$ cat config.mk
export PLATFORM = sky130hd
export DESIGN_NAME = branch_trace_capture
export DESIGN_NICKNAME = d
export VERILOG_FILES = /design/src/rtl/brtrace_pkg.sv /design/src/rtl/brtrace_ctl.sv /design/src/rtl/brtrace_dp.sv /design/src/rtl/branch_trace_capture.sv
export SDC_FILE = /design/constraint.sdc
export NUM_CORES = 1
export LEC_CHECK = 0
export BUFFER_PORTS_ARGS = -buffer_cell sky130_fd_sc_hd__buf_2
export CAP_MARGIN = 25
export CORE_MARGIN = 2
export CORE_UTILIZATION = 46
export DETAILED_ROUTE_END_ITERATION = 10
export GPL_ROUTABILITY_DRIVEN = 0
export GPL_TIMING_DRIVEN = 0
export PLACE_DENSITY = 0.79
export REMOVE_ABC_BUFFERS = 1
export SYNTH_ARGS = -nofsm -noshare
export SYNTH_HDL_FRONTEND = slang
export SYNTH_SLANG_ARGS = --single-unit
$ cat constraint.sdc
create_clock -name clk -period 3.6 [get_ports clk]
set_clock_uncertainty 0.2 [all_clocks]
set_input_delay 0.9 -clock clk [delete_from_list [all_inputs] [get_ports clk]]
set_output_delay 0.9 -clock clk [all_outputs]
set_load 0.05 [all_outputs]
$ cat src/rtl/brtrace_pkg.sv
package brtrace_pkg;
  localparam int ADDR_W = 32;
  localparam int PTR_W  = 2;
  localparam int KIND_W = 2;
  localparam logic [KIND_W-1:0] KIND_RSVD = 2'd3;

  typedef struct packed {
    logic capture;
    logic useTarget;
  } brStrobes_t;
endpackage

$ cat src/rtl/brtrace_ctl.sv
module brtrace_ctl
  import brtrace_pkg::*;
(
  input  logic              clk,
  input  logic              rstN,
  input  logic              traceEn,
  input  logic              brStrobe,
  input  logic [KIND_W-1:0] brKind,
  input  logic              delayedBr,
  input  logic              targetHalfBit,
  output brStrobes_t        strobes
);
  logic kindOk;

  always_comb begin
    kindOk            = (brKind != KIND_RSVD);
    strobes.capture   = traceEn & brStrobe & kindOk;
    strobes.useTarget = strobes.capture & delayedBr & targetHalfBit;
  end


  gated_capture_chk: assert property (@(posedge clk) disable iff (!rstN)
    strobes.capture |-> (traceEn && brKind != KIND_RSVD));


  target_path_chk: assert property (@(posedge clk) disable iff (!rstN)
    strobes.useTarget |-> (strobes.capture && delayedBr));
endmodule

$ cat src/rtl/brtrace_dp.sv
module brtrace_dp
  import brtrace_pkg::*;
(
  input  logic              clk,
  input  logic              rstN,
  input  brStrobes_t        strobes,
  input  logic [ADDR_W-1:0] fetchAddr,
  input  logic [ADDR_W-1:0] prevFetchAddr,
  input  logic [PTR_W-1:0]  issueCnt,
  output logic [ADDR_W-1:0] srcAddr,
  output logic [ADDR_W-1:0] dstAddr,
  output logic [PTR_W-1:0]  ptrVal,
  output logic [ADDR_W-1:0] priorAddr,
  output logic              priorValid
);
  logic              hasCapture;
  logic [ADDR_W-1:0] backOffset;
  logic              unusedBits;

  assign unusedBits = ^prevFetchAddr[1:0];

  always_ff @(posedge clk) begin
    if (!rstN) begin
      srcAddr    <= '0;
      dstAddr    <= '0;
      ptrVal     <= '0;
      hasCapture <= 1'b0;
    end else if (strobes.capture) begin
      dstAddr    <= {fetchAddr[ADDR_W-1:1], 1'b0};
      hasCapture <= 1'b1;
      if (strobes.useTarget) begin
        srcAddr <= {fetchAddr[ADDR_W-1:1], 1'b0};
        ptrVal  <= '0;
      end else begin
        srcAddr <= {prevFetchAddr[ADDR_W-1:2], 2'b00};
        ptrVal  <= issueCnt;
      end
    end
  end

  always_comb begin
    backOffset = ADDR_W'(ptrVal) << 1;
    priorValid = hasCapture & ~srcAddr[1];
    priorAddr  = srcAddr[1] ? srcAddr : (srcAddr - backOffset);
  end


  dst_capture_chk: assert property (@(posedge clk) disable iff (!rstN)
    strobes.capture |=> dstAddr == {$past(fetchAddr[ADDR_W-1:1]), 1'b0});


  delayed_target_chk: assert property (@(posedge clk) disable iff (!rstN)
    strobes.useTarget |=> (srcAddr == dstAddr && ptrVal == '0));


  normal_src_align_chk: assert property (@(posedge clk) disable iff (!rstN)
    (strobes.capture && !strobes.useTarget) |=> (srcAddr[1:0] == 2'b00 && ptrVal == $past(issueCnt)));


  hold_when_idle_chk: assert property (@(posedge clk) disable iff (!rstN)
    !strobes.capture |=> ($stable(srcAddr) && $stable(dstAddr) && $stable(ptrVal)));
endmodule

$ cat src/rtl/branch_trace_capture.sv
module branch_trace_capture
  import brtrace_pkg::*;
(
  input  logic              clk,
  input  logic              rstN,
  input  logic              traceEn,
  input  logic              brStrobe,
  input  logic [1:0]        brKind,
  input  logic [31:0]       fetchAddr,
  input  logic [31:0]       prevFetchAddr,
  input  logic [1:0]        issueCnt,
  input  logic              delayedBr,
  output logic [31:0]       srcAddr,
  output logic [31:0]       dstAddr,
  output logic [1:0]        ptrVal,
  output logic [31:0]       priorAddr,
  output logic              priorValid
);
  brStrobes_t strobes;

  brtrace_ctl u_ctl (
    .clk          (clk),
    .rstN         (rstN),
    .traceEn      (traceEn),
    .brStrobe     (brStrobe),
    .brKind       (brKind),
    .delayedBr    (delayedBr),
    .targetHalfBit(fetchAddr[1]),
    .strobes      (strobes)
  );

  brtrace_dp u_dp (
    .clk          (clk),
    .rstN         (rstN),
    .strobes      (strobes),
    .fetchAddr    (fetchAddr),
    .prevFetchAddr(prevFetchAddr),
    .issueCnt     (issueCnt),
    .srcAddr      (srcAddr),
    .dstAddr      (dstAddr),
    .ptrVal       (ptrVal),
    .priorAddr    (priorAddr),
    .priorValid   (priorValid)
  );


  valid_excludes_half_chk: assert property (@(posedge clk) disable iff (!rstN)
    priorValid |-> !srcAddr[1]);


  addr_even_chk: assert property (@(posedge clk) disable iff (!rstN)
    (!srcAddr[0] && !dstAddr[0]));


  invalid_passthru_chk: assert property (@(posedge clk) disable iff (!rstN)
    srcAddr[1] |-> (priorAddr == srcAddr && !priorValid));
endmodule

# After elaboration in Yosys (flattened, before gate mapping)
# Index checks and enable logic that the tools add are counted.
[totals]
register_bits = 66
output_inout_bits = 99
elab_cells = 15
[classes]
addsub = 1
n_eq_ne = 1
n_mux = 3
bitwise = 6
[ops]
columns = ["cell", "count"]
rows = [
  ["$mux W32", 2],
  ["$sub A32 B3 Y32", 1],
  ["$and A1 B1 Y1", 5],
  ["$mux W2", 1],
  ["$ne A2 B2 Y1 const B", 1],
  ["$not A1 Y1", 1],
]

# Longest topological paths before layout
[depth]
depth_word = 5
depth_mapped = 8
depth_no_buf = 7

# Hierarchy
# A second synthesis with hierarchy kept.
[hier_totals]
cells_unflattened = 350
hier_area_um2 = 3365.7
[modules_own_cells]
columns = ["module", "n_inst", "cells_each", "area_per_inst_um2", "seq_area_each_um2"]
rows = [
  ["brtrace_dp", 1, 346, 3340.7, 1301.2],
  ["brtrace_ctl", 1, 4, 25.0, 0.0],
]

# Worst setup path before layout
# OpenSTA, ideal clock, no wires.
[synth_path]
path_type = "register to output"
start = "register u_dp.ptrVal[1]"
end = "output port priorAddr[24]"
t_arrival_ns = 2.968
required_ns = 2.500
setup_slack_ns = -0.468
stages_incl_launch_ff = 9
path_buffers = 1
cell_sequence = "dfxtp_1 -> inv_1 -> ha_1 -> nand2b_1 -> nand4b_1 -> or4b_4 -> buf_6 -> nor4_1 -> xor2_1"
[synth_via]
elab_chain_len = 2
[synth_rtl]
columns = ["element", "line_no", "rtl"]
rows = [
  ["from (decl)", "brtrace_dp.sv:12", "output logic [PTR_W-1:0] ptrVal,"],
  ["from (signal assigned)", "brtrace_dp.sv:36", "ptrVal <= issueCnt;"],
  ["$sub A32 B3 Y32", "brtrace_dp.sv:44", "priorAddr = srcAddr[1] ? srcAddr : (srcAddr - backOffset);"],
  ["$mux W32", "brtrace_dp.sv:44", ""],
  ["to (decl)", "branch_trace_capture.sv:16", "output logic [31:0] priorAddr,"],
]
# No other way between the ends.

# Worst setup path in the final report
[layout_path]
start = "register u_dp.srcAddr[10]"
end = "output port priorAddr[18]"
[layout_via]
elab_chain_len = 2
[layout_rtl]
columns = ["element", "line_no", "rtl"]
rows = [
  ["from (decl)", "brtrace_dp.sv:10", "output logic [ADDR_W-1:0] srcAddr,"],
  ["from (signal assigned)", "brtrace_dp.sv:32", "srcAddr <= {fetchAddr[ADDR_W-1:1], 1'b0};"],
  ["from (signal assigned)", "brtrace_dp.sv:35", "srcAddr <= {prevFetchAddr[ADDR_W-1:2], 2'b00};"],
  ["$sub A32 B3 Y32", "brtrace_dp.sv:44", ""],
  ["$mux W32", "brtrace_dp.sv:44", ""],
]
# No other way between the ends.

==> results.toml <==
[yosys]
synth_area_per_cell_um2 = 8.00
synth_warnings = 0
synth_area_leaders = "dfxtp_1, nand2_1, nand3_1, o211a_1, a21boi_0"
synth_top_area_share_pct = 39.0
ys_types = 41
synthFlopType = "dfxtp_1"
synthCells = 417
syn-cell-area_um2 = 3330
yosysTopAreaCell = "dfxtp_1"
synth_edf_count = 0
ys_seq_area_share_pct = 39.0
synth_async_sr_flop_share_pct = 0
ys_ff_latch = 65

[cts]
cts_sinks = 65
ctsHoldBuffers = 0
clock_path_buffers = 2
htreeDepth = 3
root_buffer = "clkbuf_8"
clk_latency_ns = 0.33
cts_buffers = 9
cts_tree = "done"
clkTransAtPathRegs_ns = 0.06

[floorplan]
core_region_area_um2 = 7140
initial_core_util_pct = 46.7
ios = 172
die_w_um = 89.1
dieArea_um2 = 7950
std_cell_rows = 31
die-height_um = 89.1

[detailed_routing]
postRouteAntennaNets = 0
drt_wl_total_mm = 9.97
drt_iter0_markers = 148
drt_pass1_iterations = 4
drc = 0
vias = 3631
vias_per_cell = 5.35
post_drt_wl_per_cell_um = 14.7

[critical_path]
crit_type = "register to output port"
slowest_stage = "or4_4"
cp-endpoint = "priorAddr[18]"
path_max_fanout = 3
reg2reg_setup_slack_ns = 2.53
worstSetupStartpointType = "register"
timing.rr.start = "u_dp.srcAddr[1]"
r2r_cells = 3
cpPeakStageDelay_ns = 0.54
critPathRequiredTime_ns = 2.50
crit_start = "u_dp.srcAddr[10]"
crit_top_cell = "or4_4"
crit_chain = "or4_4, or4b_4, or4_4, xnor2_2, buf_6"
endpoint_kind = "output port"
arrival_ns = 2.61
r2r-end = "u_dp.srcAddr[1]"

[layout]
layout_commonest_cell = "buf_2"
diodes = 0
layout_common_cells = "buf_2, nand2_1, nand3_1, dfxtp_1, a21boi_0"
final_util_pct = 65.6
syn_to_final_growth_pct = 40.5
layout-drive-gt1-share_pct = 38.8
fin_nets = 651

[sta]
period_share_pct = 103
setup_ws_ns = -0.113
setup_viol = 3
fmax_mhz = 269
rsz0062_at_grt = "true"
relSlewSlack_pct = 37.0
worst_slew_pin_slew_ns = 0.946
post-route-min-period_ns = 3.71
hold_viol_final = 0
fin_setup_tns_ns = -0.206
fin_hold_ws_ns = 0.259
slew_viol_final = 0

[status]
violations = "setup timing"
outcome = "finished, violations left"

[run]
maxCapViolations = 0

[global_route]
grt_pass1_vias = 3282
grt_max_degree = 95
grt_use_total_pct = 23.9
grt_pass1_wl_mm = 15.0
grt_overflow = 0
antenna_found_initial = 0

[power_and_ir_drop]
p_per_area_nw_per_um2 = 441
power_leakage_nw = 2.55
ir_worst_vdd_mv = 0.326

[placed_design]
port_buffers = 165
pre_cts_ws_ns = 0.0305
dpl.hpwl_mm = 6.53

[min_path]
min_path_type = "register to register"
## metal layers
layer	track usage (%)	wire (um)
met3	6.28	735
met2	40.9	4820
met1	28.7	4200
met5	0	0
met4	8.82	207
## how the worst min path moves through the flow
stage                                start          endpoint  depth (start not counted)
after floorplan            u_dp.hasCapture   u_dp.hasCapture                          1
after global placement     u_dp.hasCapture   u_dp.hasCapture                          1
after detailed placement   u_dp.hasCapture   u_dp.hasCapture                          1
after CTS                  u_dp.hasCapture   u_dp.hasCapture                          1
after global routing      u_dp.dstAddr[18]  u_dp.dstAddr[18]                          2
final                      u_dp.hasCapture   u_dp.hasCapture                          1
## what timing repair did
item,CTS,global route
setup buffers,6,6
endpoints found under the setup margin,16,18
pin swaps,5,14
gates resized for setup,20,30
## metrics by stage
stage | cell area [um2] | total power [mW] | cells
floorplan | 3200 | 1.22 | 385
global route | 4680 | 2.15 | 679
detailed placement | 4210 | 1.40 | 651
finish | 4680 | 2.06 | 679
global placement | 4150 | 1.39 | 649
CTS | 4510 | 2.05 | 672
## cell type report
cell class / count / area (um2)
Inverter: 3 / 11.3
Sequential cell: 65 / 1320
Tap cell: 99 / 124
Clock buffer: 12 / 155
Multi-Input combinational cell: 317 / 1990
Clock inverter: 3 / 40.0
Timing Repair Buffer: 180 / 1050
Fill cell: 629 / 2450
## Yosys cell counts, types with 2 or more instances
cell type  count
a21boi_0      33
buf_1          4
buf_4          3
clkbuf_1      26
dfxtp_1       65
inv_1          3
nand2_1      108
nand3_1       66
nor2_1        11
nor2b_1        2
nor3_1         6
nor3b_1        2
nor4_1         3
o211a_1       30
o21ai_0        3
or2_2          2
or3_1          2
or4_4          2
xnor2_1        9
xor2_1        16
## kinds of logic (layout without fill, tap and decap cells)
| kind of cell | after synthesis | count (layout) | synth area share [%] |
|---|---|---|---|
| buf+inv | 37 | 198 | 4.73 |
| fa+ha+maj | 2 | 2 | 0.976 |
| other cells | 1 | 3 | 0.112 |
| compound gates | 67 | 67 | 17.1 |
| mux | 1 | 1 | 0.300 |
| flops | 65 | 65 | 39.0 |
| xor+xnor | 26 | 26 | 7.05 |
| simple gates | 218 | 218 | 30.7 |
## power by group
group	internal (mW)	switching [mW]
registers	0.757	0.0430
clock network	0.352	0.269
logic	0.191	0.451
total	1.30	0.763
## registers in the layout, indices dropped and copies added, names as in the netlist
signal	count
u_dp.ptrVal	2
u_dp.srcAddr	31
u_dp.dstAddr	31
u_dp.hasCapture	1
## critical path: cells and delay by family, from the launching register on
kind	cells	cell delay (ns)
and+or+nand+nor	3	1.59
DFF	1	0.34
xor gates and xnor gates	1	0.17
buffers and inverters	1	0.18
Power figures use the tool's default switching activity.
